**src/rtl/psa_pkg.sv**
```systemverilog
package psa_pkg;

    // Default slicing of the operands.
    localparam int unsigned DEF_SLICE_W    = 2;
    localparam int unsigned DEF_NUM_SLICES = 2;

    // Pipeline latency from operand sampling to result: one stage per slice.
    function automatic int unsigned pipe_latency(input int unsigned num_slices);
        return num_slices;
    endfunction

    // Extra alignment stages a slice's sum needs after its capture register.
    function automatic int unsigned align_depth(input int unsigned num_slices,
                                                input int unsigned slice_idx);
        return num_slices - 1 - slice_idx;
    endfunction

endpackage

```
**src/rtl/psa_slice_add.sv**
```systemverilog
module psa_slice_add #(
    parameter int unsigned W = 2
) (
    input  logic [W-1:0] x,
    input  logic [W-1:0] y,
    input  logic         cin,
    output logic [W-1:0] s,
    output logic         co
);

    logic [W:0] total;

    always_comb begin
        total = {1'b0, x} + {1'b0, y} + {{W{1'b0}}, cin};
        s     = total[W-1:0];
        co    = total[W];
    end

endmodule

```
**src/rtl/psa_delay.sv**
```systemverilog
module psa_delay #(
    parameter int unsigned W     = 1,
    parameter int unsigned DEPTH = 1
) (
    input  logic         clk,
    input  logic         rst,
    input  logic [W-1:0] d,
    output logic [W-1:0] q
);

    generate
        if (DEPTH == 0) begin : g_wire
            assign q = d;
        end else begin : g_regs
            logic [W-1:0] stage_q [DEPTH];

            always_ff @(posedge clk) begin
                if (rst) begin
                    for (int i = 0; i < DEPTH; i++) stage_q[i] <= '0;
                end else begin
                    stage_q[0] <= d;
                    for (int i = 1; i < DEPTH; i++) stage_q[i] <= stage_q[i-1];
                end
            end

            assign q = stage_q[DEPTH-1];
        end
    endgenerate

endmodule

```
**src/rtl/psa_pipe_adder.sv**
```systemverilog
module psa_pipe_adder
    import psa_pkg::*;
#(
    parameter int unsigned SLICE_W    = DEF_SLICE_W,
    parameter int unsigned NUM_SLICES = DEF_NUM_SLICES,
    localparam int unsigned DATA_W    = SLICE_W * NUM_SLICES
) (
    input  logic              clk,
    input  logic              rst,
    input  logic              in_valid,
    input  logic [DATA_W-1:0] a_i,
    input  logic [DATA_W-1:0] b_i,
    output logic              out_valid,
    output logic [DATA_W-1:0] sum_o,
    output logic              cout_o
);

    localparam int unsigned LAT = pipe_latency(NUM_SLICES);

    // carry_q[k] is the registered carry into slice k; slice 0 takes zero.
    logic [NUM_SLICES:0] carry_q;
    assign carry_q[0] = 1'b0;

    generate
        for (genvar k = 0; k < NUM_SLICES; k++) begin : g_slice
            localparam int unsigned LO = k * SLICE_W;

            logic [SLICE_W-1:0] op_a, op_b, part_sum, part_sum_q;
            logic               part_co;

            // Hold this slice's operand bits back k cycles to meet its carry.
            psa_delay #(.W(2*SLICE_W), .DEPTH(k)) u_skew (
                .clk (clk),
                .rst (rst),
                .d   ({a_i[LO +: SLICE_W], b_i[LO +: SLICE_W]}),
                .q   ({op_a, op_b})
            );

            psa_slice_add #(.W(SLICE_W)) u_add (
                .x   (op_a),
                .y   (op_b),
                .cin (carry_q[k]),
                .s   (part_sum),
                .co  (part_co)
            );

            // Capture this slice's sum bits and carry-out.
            psa_delay #(.W(SLICE_W + 1), .DEPTH(1)) u_cap (
                .clk (clk),
                .rst (rst),
                .d   ({part_co, part_sum}),
                .q   ({carry_q[k+1], part_sum_q})
            );

            // Align finished sum bits with the last slice.
            psa_delay #(.W(SLICE_W), .DEPTH(align_depth(NUM_SLICES, k))) u_align (
                .clk (clk),
                .rst (rst),
                .d   (part_sum_q),
                .q   (sum_o[LO +: SLICE_W])
            );
        end
    endgenerate

    assign cout_o = carry_q[NUM_SLICES];

    psa_delay #(.W(1), .DEPTH(LAT)) u_valid (
        .clk (clk),
        .rst (rst),
        .d   (in_valid),
        .q   (out_valid)
    );

endmodule

```
**config.mk**
```make
export PLATFORM = sky130hd
export DESIGN_NAME = psa_pipe_adder
export DESIGN_NICKNAME = d
export VERILOG_FILES = /design/src/rtl/psa_pkg.sv /design/src/rtl/psa_slice_add.sv /design/src/rtl/psa_delay.sv /design/src/rtl/psa_pipe_adder.sv
export SDC_FILE = /design/constraint.sdc
export NUM_CORES = 1
export LEC_CHECK = 0
export BUFFER_PORTS_ARGS = -buffer_cell sky130_fd_sc_hd__buf_2
export CORE_AREA = 5 5 42 44
export CTS_CLUSTER_SIZE = 25
export DETAILED_ROUTE_END_ITERATION = 7
export DIE_AREA = 0 0 47 49
export SKIP_CTS_REPAIR_TIMING = 1
export SLEW_MARGIN = 10
export SYNTH_ARGS = -nofsm -noshare
export SYNTH_HDL_FRONTEND = slang
export SYNTH_SLANG_ARGS = --single-unit
```
**constraint.sdc**
```tcl
create_clock -name clk -period 1.5 [get_ports clk]
set_input_delay 0 -clock clk [delete_from_list [all_inputs] [get_ports clk]]
set_output_delay 0 -clock clk [all_outputs]
set_load 0.01 [all_outputs]
```
Word level (Yosys, flattened, before mapping)
Memory sizes are Yosys's and may differ from the RTL's.
Cells that the tools add are included.
{ "word_totals": {"regBits": 0, "latch_bits": 0, "mem_bits_rw": 14, "mem_bits_ro": 0, "input_bits": 11, "output_inout_bits": 6, "word_cells": 27, "mem_count": 5} }
{ "classes": {"n_addsub": 3, "mul": 0, "div_mod_pow": 0, "order_cmp": 0, "n_eq_ne": 0, "shift": 0, "muxes": 13, "n_bitwise": 2, "n_reduce_logical": 4} }
{ "memory_table": {"columns": ["name", "words", "width", "read_ports", "rd_ports_with_merged_regs", "write_ports", "line", "rtl"], "rows": [
  ["g_slice[1].u_skew.g_regs.stage_q", 1, 4, 1, 0, 1, "psa_delay.sv:15", "logic [W-1:0] stage_q [DEPTH];"],
  ["g_slice[0].u_cap.g_regs.stage_q", 1, 3, 1, 0, 1, "psa_delay.sv:15", null],
  ["g_slice[1].u_cap.g_regs.stage_q", 1, 3, 1, 0, 1, "psa_delay.sv:15", null],
  ["g_slice[0].u_align.g_regs.stage_q", 1, 2, 1, 0, 1, "psa_delay.sv:15", null],
  ["u_valid.g_regs.stage_q", 2, 1, 2, 0, 2, "psa_delay.sv:15", null]
]} }
{ "op_table": {"columns": ["op", "count"], "rows": [
  ["2-to-1 mux 1 bit", 9],
  ["adder 2 x 2 -> 3 bit", 2],
  ["2-to-1 mux 3 bit", 2],
  ["OR reduction 3 bit", 2],
  ["2-to-1 mux 4 bit", 1],
  ["OR reduction 4 bit", 1],
  ["adder 3 x 1 -> 3 bit", 1],
  ["2-to-1 mux 2 bit", 1],
  ["bitwise OR 1 bit", 2],
  ["OR reduction 2 bit", 1]
]} }

Depth between registers and ports, before layout
Gate-level depths: netlist of the first run.
An unclocked memory read counts as a cell.
{ "logic_depth": {"depth_word": 4, "mapped_depth": 4, "depth_no_buf": 4} }

Modules after synthesis
Synthesis of the first run repeated with hierarchy kept, for this count alone.
{ "unflattened": {"hier_cells": 55, "area_unflattened_um2": 556.8} }
{ "by_module_without_submodules": {"columns": ["module", "n_inst", "cells_per_inst", "area_per_inst_um2", "seq_area_each_um2"], "rows": [
  ["psa_delay at g_slice[0].u_cap ...", 2, 6, 78.8, 60.1],
  ["psa_slice_add", 2, 10, 70.1, 0.0],
  ["psa_delay at g_slice[0].u_align ...", 2, 4, 52.6, 40.0],
  ["psa_delay at g_slice[1].u_skew", 1, 8, 105.1, 80.1],
  ["psa_delay at g_slice[0].u_skew", 1, 4, 30.0, 0.0],
  ["psa_delay at g_slice[1].u_align", 1, 2, 15.0, 0.0],
  ["psa_pipe_adder", 1, 1, 3.8, 0.0]
]} }

Worst setup path after synthesis of the first run
Ideal clock, no wire load.
{ "synth_timing": {"kind": "register to register", "startpoint": "memory g_slice[1].u_skew.g_regs.stage_q[0][2] (netlist name)", "endpoint": "memory g_slice[1].u_cap.g_regs.stage_q[0][1] (netlist name)", "setup_time_ns": 0.112, "arrival_time_ns": 1.267, "t_required_ns": 1.388, "slack_ns": 0.120, "path_stages_with_launch": 5, "n_path_buf": 0, "period_less_slack_ns": 1.380, "cell_sequence": "dfxtp_1 inv_1 fa_1 fa_1 nor2_1"} }
{ "synth_between": {"elab_chain_cells": 4} }
{ "synth_rtl": {"columns": ["item", "line", "rtl"], "rows": [
  ["from (decl)", "psa_delay.sv:15", null],
  ["memory (1 x 4 bit)", null, null],
  ["adder 2 x 2 -> 3 bit", "psa_slice_add.sv:14", "total = {1'b0, x} + {1'b0, y} + {{W{1'b0}}, cin};"],
  ["adder 3 x 1 -> 3 bit", "psa_slice_add.sv:14", null],
  ["2-to-1 mux 3 bit (no line)", null, null],
  ["to (decl)", "psa_delay.sv:15", null]
]} }
No other way between the ends.

Final worst setup path of the first run
Ends and elaborated chain as after synthesis.

==> metrics, run 1 <==
global routing met1 resource utilization=7.47%; Synth Area per Inst=12.0 sq um; Critical Path Start=g_slice[1].u_skew.g_regs.stage_q[0][2]; synth unique cells=8; global-route wire length before repair=1.11 mm; post-route ant nets=0; critical path, cell by cell=inv_1 > fa_1 > fa_1 > nor2_1; drc violations=0; Slew Limit Fails=0; PortBufs=16; Startpoint Class=flip-flop; vias per cell=3.80; global placer's final weighted congestion=0.704; Final Hold Viols=0; Crit path largest cell delay=490 ps; WP data arrival=1580 ps; layout cells sized above 1=43.8%; die height=49 um; wire per inst=7.95 um; worst-path fanout max=1; TritonCTS clock tree=yes; Worst-Margin Slew=264 ps; critical path class=flip-flop to flip-flop; total power=677 uW; CTS max path bufs=2; sequential area share after synthesis=57.0%; Pleak=0.318 nW; gr busiest metal=met2; fin nets=81; GRT Util Overall=6.82%; filler instances=140; Syn. warnings=0; CP max-delay cell=fa_1; fmax=0.702 GHz; Post-Syn Instances=41; met3 usage=2.21%; power density over the cells=1040 nW/um^2; initial antenna violation count=0; row cnt=14; initial core utilization=35.1%; Via Count=304; Synth Cell Area=492 sq um; Worst Hold Class=input port to flip-flop; area of the core region=1400 sq um; htree depth=1; minimum clock period=1420 ps; reg-to-reg startpoint=g_slice[1].u_skew.g_regs.stage_q[0][2]; worst clock skew=0.701 ps; period utilization=95.0%; largest cells by area after synthesis=dfxtp_1, fa_1, nor2b_2; Die Area=2300 sq um; ANT cells=0; drt pass-1 iters=2; grt ovf=0; peak supply drop=0.000646 V; CTS sink cnt=14; Detailed Place HPWL=479 um; I/O Pins=17; Layout area overhead=32.8%; vias in the first global route=291; status=completed; Max Cap Viol=0; routing usage on met2=9.50%; clk_lat worst skew=270 ps; root buffer cell=clkbuf_4; top-area cell type share of the netlist area=57.0%; Die W=47 um; Post-Syn Nets=56; CTS Buf Count=3; unrepaired setup endpoints after global routing=false; Crit path required time=1660 ps; flops & latches, synth=14; Hold Crit Start=b_i[0]; Routed WL=636 um; WHS=46.6 ps; Setup-failing EPs final=0; cell mode on critical path=fa_1; total negative slack=0 ps; largest net degree at the start of global routing=15; Initial DRC Count=5; Clock Pin Slew Worst Setup and Hold Paths=70 ps; slew margin rel.=82.4%; cell taking the most area after synthesis=dfxtp_1; Setup crit end kind=flip-flop
-- worst paths after layout --
kind / depth (start not counted) / slack [ps] / to
hold reg to reg: 1 / 450 / g_slice[0].u_align.g_regs.stage_q[0][0]
setup / recovery: 4 / 80 / g_slice[1].u_cap.g_regs.stage_q[0][1]
setup reg to reg: 4 / 80 / g_slice[1].u_cap.g_regs.stage_q[0][1]
hold / removal: 3 / 50 / g_slice[0].u_cap.g_regs.stage_q[0][0]
-- where the power goes --
part	leakage, nW	internal [mW]	switching, mW
Clock	0.0138	0.0928	0.105
Sequential	0.116	0.396	0.00440
Combinational	0.188	0.0454	0.0340
-- synth_stat cells --
master and number:
and2b_2 4, buf_6 1, dfxtp_1 14, fa_1 3, ha_1 1, inv_1 8, nor2_1 5, nor2b_2 5
-- routing by layer --
layer	routed length [um]	vias up
met5	0	-
met4	13	0
met3	74	2
met2	276	10
met1	272	129
li1	-	163
-- kinds of logic (layout without fill, tap and decap cells) --
family | Yosys count | in the layout | synth area share, %
adder cells (fa/ha/maj) | 4 | 4 | 14.8
buffers and inverters | 9 | 32 | 8.40
flip-flops | 14 | 14 | 57.0
AND/OR/NAND/NOR | 14 | 14 | 19.8
-- critical path, delay by kind of cell (launching register included) --
family | cells | cell delay (ps)
buf+inv | 1 | 50
simple gates | 1 | 40
flops | 1 | 310
fa+ha+maj | 2 | 920
-- cell usage in the layout (no fill, tap or decap) --
cell type and n:
dlygate4sd3_1 5, inv_1 8, nor2_1 5, ha_1 1
clkbuf_4 3, buf_2 16, fa_1 3, nor2b_2 5
dfxtp_1 14, and2b_2 4
-- registers in the layout, summed over array words and instances (netlist names) --
| register | cells |
|---|---|
| u_valid.g_regs.stage_q | 2 |
| g_slice.u_cap.g_regs.stage_q | 6 |
| g_slice.u_skew.g_regs.stage_q | 4 |
| g_slice.u_align.g_regs.stage_q | 2 |
-- metrics by stage --
step	area [sq um]	util, %	setup slack (ps)	std cells
2_1_floorplan	492	-	120	41
3_3_place_gp	581	41.4	97.8	72
3_5_place_dp	581	41.4	69.9	72
4_1_cts	603	43.0	58.4	75
5_1_grt	653	46.6	6.88	80
6_report	653	46.6	75.3	80
-- final cells by class --
| type | instances | area (sq um) | area share [%] |
|---|---|---|---|
| inverters | 8 | 30.0 | 4.60 |
| well taps | 16 | 20.0 | 3.07 |
| multi-input cells | 18 | 170 | 26.1 |
| repair buffers | 21 | 130 | 19.9 |
| flip-flops and latches | 14 | 280 | 42.9 |
| clock buffers | 3 | 22.5 | 3.45 |
Power figures use the tool's default switching activity.
==> inputs of run 2 (changes only) <==
Settings changed: BUFFER_PORTS_ARGS -buffer_cell sky130_fd_sc_hd__buf_2 to unset, DONT_BUFFER_PORTS set to 1, MAX_ROUTING_LAYER set to met4.
==> run 2 against run 1 <==
Count of clock-buffer cells in the layout increased by 1; core utilization shrank 2.4 points; first-iteration DRC count down 100%; clock power rose by 35%; combinational power shrank 20%; sequential power up 2%; final area is 5.2% lower; flip-flop and latch count is the same.
==> metrics, run 2 (same netlist as run 1, synthesis figures left out) <==
status=completed; I/O Pins=17; sequential share of power=55.2%; hold depth=3; worst clock skew=0.456 ps; slew margin rel.=62.5%; Setup crit end kind=flip-flop; R2R Setup Slk=90 ps; clk_lat worst skew=280 ps; max reg flops=6; Layout area overhead=26.0%; unrepaired setup endpoints after global routing=false; fin util=44.2%; filler instances=138; global-route wire length before repair=1.17 mm; register area=280 sq um; post-route ant nets=0; power density over the cells=1190 nW/um^2; total negative slack=0 ps; Top reg by flops=g_slice.u_cap.g_regs.stage_q; WP data arrival=1560 ps; Via Count=274; CTS Buf Count=3; total power=740 uW; Pleak=0.268 nW; Startpoint Class=flip-flop; RR Endpoint=g_slice[1].u_cap.g_regs.stage_q[0][1]; fmax=0.711 GHz; grt ovf=0; area of the core region=1400 sq um; top flop regs=g_slice.u_cap.g_regs.stage_q: 6 flops, g_slice.u_skew.g_regs.stage_q: 4 flops; minimum clock period=1410 ps; Slew Limit Fails=0; Multi-input gate area=173 sq um; root buffer cell=clkbuf_4; Clock Pin Slew Worst Setup and Hold Paths=90 ps; reg-to-reg startpoint=g_slice[1].u_skew.g_regs.stage_q[0][2]; switching part of the total=21.4%; die height=49 um; initial core utilization=35.1%; wire per inst=10.3 um; Routed WL=700 um; Crit path required time=1660 ps; Max Cap Viol=0; reg2reg path depth=4; Die W=47 um; PortBufs=0; TritonCTS clock tree=yes; vias per cell=4.03; non-filler cells, final=68; dpl ws=76.1 ps; GRT Util Overall=7.50%; largest net degree at the start of global routing=15; Final Cell Area=619 sq um; initial antenna violation count=0; peak supply drop=0.000641 V; Worst-Margin Slew=560 ps; placed insts=56; row cnt=14; CTS sink cnt=14; ANT cells=0; WHS Endpoint=g_slice[0].u_cap.g_regs.stage_q[0][2]; worst-path fanout max=1; global placer's final weighted congestion=0.646; drc violations=0; vias in the first global route=296; critical path class=flip-flop to flip-flop; WHS=18.0 ps; Comb pwr share=8.6%; Detailed Place HPWL=482 um; htree depth=1; layout cells sized above 1=26.9%; Initial DRC Count=0; drt pass-1 iters=1; Internal=582 uW; Setup WS post-layout=93.4 ps; clock network power share=36.3%; Hold Crit Start=b_i[1]; Die Area=2300 sq um; commonest non-fill, non-tap cell in the layout=dfxtp_1; fin nets=68; Worst Hold Class=input port to flip-flop; period utilization=93.8%; CTS max path bufs=2; Setup-failing EPs final=0; Final Hold Viols=0; most frequent cells in the layout=dfxtp_1, inv_1, dlygate4sd3_1; Placed Instance Area=500 sq um; Psw=158 uW
run 2: worst max-delay path by stage:
| stage | startpoint | to | slack (ps) | cells past startpoint |
|---|---|---|---|---|
| finish | g_slice[1].u_skew.g_regs.stage_q[0][2] | g_slice[1].u_cap.g_regs.stage_q[0][1] | 90 | 4 |
| global route | g_slice[1].u_skew.g_regs.stage_q[0][2] | g_slice[1].u_cap.g_regs.stage_q[0][1] | 20 | 4 |
| CTS | g_slice[1].u_skew.g_regs.stage_q[0][2] | g_slice[1].u_cap.g_regs.stage_q[0][1] | 70 | 4 |
| detailed placement | g_slice[1].u_skew.g_regs.stage_q[0][2] | g_slice[1].u_cap.g_regs.stage_q[0][1] | 80 | 4 |
| global placement | g_slice[1].u_skew.g_regs.stage_q[0][2] | g_slice[1].u_cap.g_regs.stage_q[0][1] | 110 | 4 |
| floorplan | g_slice[1].u_skew.g_regs.stage_q[0][2] | g_slice[1].u_cap.g_regs.stage_q[0][1] | 120 | 4 |
run 2: per-layer routing:
| metal | track usage [%] | part of all wire (%) | wire, um | vias to the layer above |
|---|---|---|---|---|
| li1 | - | - | - | 137 |
| met1 | 7.90 | 42 | 296 | 121 |
| met2 | 9.95 | 43 | 298 | 13 |
| met3 | 3.32 | 11 | 78 | 3 |
| met4 | 6.91 | 3.9 | 27 | 0 |
| met5 | - | 0 | 0 | - |
run 2: critical path, stage by stage (launching register included):
cell     delay, ps
dfxtp_1        310
inv_1           50
fa_2           380
fa_1           490
nor2_1          40
run 2: layout make-up:
type                       instances  share of cell area [%]
sequential                        14                    45.3
tap                               16                    3.23
clock buffer                       4                    5.86
multi-input combinational         18                    27.9
inverter                           8                    4.85
timing repair buffer               8                    12.9
run 2: power groups by stage:
stage	logic, mW	clock network (mW)	registers [mW]
after floorplan	0.0395	0	0.415
after global placement	0.0364	0	0.418
after detailed placement	0.0395	0	0.418
after CTS	0.0400	0.274	0.409
after global routing	0.0743	0.283	0.411
final	0.0633	0.268	0.408
==> inputs of run 3 (changes only) <==
Settings changed: CELL_PAD_IN_SITES_DETAIL_PLACEMENT set to 0, CELL_PAD_IN_SITES_GLOBAL_PLACEMENT set to 1, CTS_CLUSTER_DIAMETER set to 60, PLACE_DENSITY_LB_ADDON set to 0.1.
==> run 3 against run 2 <==
Global-route usage fell by 0.51 points; flip-flop and latch count did not move; count of clock-buffer cells in the layout did not move; first-iteration DRC count did not move; die area did not move; combinational power fell by 3%; clock skew barely moved; sequential share of layout area rose by 0.18 points; non-clock buffer count did not move; hold slack got worse by 3.1 ps; largest cell class unchanged; highest routed layer unchanged.
==> metrics, run 3 (same netlist as run 1, synthesis figures left out) <==
hold depth=3; area of the core region=1400 sq um; wire per inst=10.8 um; slew margin rel.=67.3%; vias in the first global route=243; Worst-Margin Slew=489 ps; initial core utilization=35.1%; CP max-delay cell=fa_1; CTS sink cnt=14; row cnt=14; unrepaired setup endpoints after global routing=false; clk_lat worst skew=270 ps; critical path, cell by cell=inv_1 > fa_1 > fa_1 > nor2_1; Top reg by flops=g_slice.u_cap.g_regs.stage_q; layout cells sized above 1=25.0%; initial antenna violation count=0; worst clock skew=0.338 ps; routed wl met2=300 um; Routed WL=736 um; Hold Crit Start=b_i[1]; top sig layer=met4; fmax=0.681 GHz; Startpoint Class=flip-flop; fin nets=68; drt pass-1 iters=1; post-route ant nets=0; root buffer cell=clkbuf_4; TritonCTS clock tree=yes; global placer's final weighted congestion=0.601; Slew Limit Fails=0; Via Count=275; Initial DRC Count=0; critical path class=flip-flop to flip-flop; Crit path required time=1660 ps; grt ovf=0; non-filler cells, final=68; Setup crit end kind=flip-flop; Worst Hold Class=input port to flip-flop; Pleak=0.271 nW; Final Hold Viols=0; CTS max path bufs=2; Clock Pin Slew Worst Setup and Hold Paths=90 ps; wl on met1=347 um; Max Cap Viol=0; Layout area overhead=25.4%; die height=49 um; met3 WL=69 um; cell mode on critical path=fa_1; Crit path largest cell delay=500 ps; power density over the cells=1200 nW/um^2; max reg flops=6; global-route wire length before repair=1.06 mm; reg2reg path depth=4; drc violations=0; WP data arrival=1630 ps; Die Area=2300 sq um; period utilization=97.9%; ANT cells=0; top flop regs=g_slice.u_cap.g_regs.stage_q: 6 flops, g_slice.u_skew.g_regs.stage_q: 4 flops; peak supply drop=0.000472 V; Die W=47 um; PortBufs=0; worst-path fanout max=1; total negative slack=0 ps; GRT Util Overall=6.99%; most frequent cells in the layout=dfxtp_1, inv_1, dlygate4sd3_1; vias per cell=4.04; minimum clock period=1470 ps; Detailed Place HPWL=507 um; htree depth=1; Setup-failing EPs final=0; CTS Buf Count=3; commonest non-fill, non-tap cell in the layout=dfxtp_1; I/O Pins=17; WHS Endpoint=g_slice[0].u_cap.g_regs.stage_q[0][1]; R2R Setup Slk=30 ps; status=completed; RR Endpoint=g_slice[1].u_cap.g_regs.stage_q[0][1]; reg-to-reg startpoint=g_slice[1].u_skew.g_regs.stage_q[0][2]; largest net degree at the start of global routing=15; placed insts=56
-- run 3: cell counts in the layout (fill, tap and decap cells not counted) --
No cell type changed its count.
-- run 3: layer usage --
metal / vias to the layer above / track usage [%]
met5: - / -
met4: 0 / 5.53
met3: 4 / 4.80
met2: 13 / 7.69
met1: 121 / 8.35
li1: 137 / -
-- run 3: critical path, delay by kind of cell, from the launching register on --
kind / cells / cell delay [ps]
buf+inv: 1 / 50
simple gates: 1 / 40
fa+ha+maj: 2 / 940
flops: 1 / 320
-- run 3: how the worst max path moves through the flow --
stage,from,endpoint,slack [ps]
global placement,g_slice[1].u_skew.g_regs.stage_q[0][2],g_slice[1].u_cap.g_regs.stage_q[0][1],120
floorplan,g_slice[1].u_skew.g_regs.stage_q[0][2],g_slice[1].u_cap.g_regs.stage_q[0][1],120
detailed placement,g_slice[1].u_skew.g_regs.stage_q[0][2],g_slice[1].u_cap.g_regs.stage_q[0][1],60
finish,g_slice[1].u_skew.g_regs.stage_q[0][2],g_slice[1].u_cap.g_regs.stage_q[0][1],30
CTS,g_slice[1].u_skew.g_regs.stage_q[0][2],g_slice[1].u_cap.g_regs.stage_q[0][1],50
global route,g_slice[1].u_skew.g_regs.stage_q[0][2],g_slice[1].u_cap.g_regs.stage_q[0][1],1
-- run 3: power by group --
group          switching (mW)  total [mW]  internal [mW]
Clock                   0.120       0.268          0.148
Sequential             0.0121       0.408          0.396
Combinational          0.0243      0.0614         0.0371
-- run 3: final cells by class --
class	instances	area, sq um
Fill cell	149	785
Sequential cell	14	280
Multi-Input combinational cell	18	170
Timing Repair Buffer	8	80.1
Clock buffer	4	36.3
Inverter	8	30.0
Tap cell	16	20.0
-- run 3: through the flow --
| stage | hold slack, ps | power, mW | cell area, sq um | worst slack [ps] | util [%] |
|---|---|---|---|---|---|
| floorplan | 129 | 0.455 | 492 | 120 | - |
| global placement | 69.3 | 0.454 | 500 | 115 | 35.7 |
| detailed placement | 68.3 | 0.457 | 500 | 60.2 | 35.7 |
| CTS | -236 | 0.722 | 537 | 47.5 | 38.3 |
| global route | 23.0 | 0.770 | 617 | 1.00 | 44.0 |
| finish | 14.8 | 0.737 | 617 | 32.1 | 44.0 |
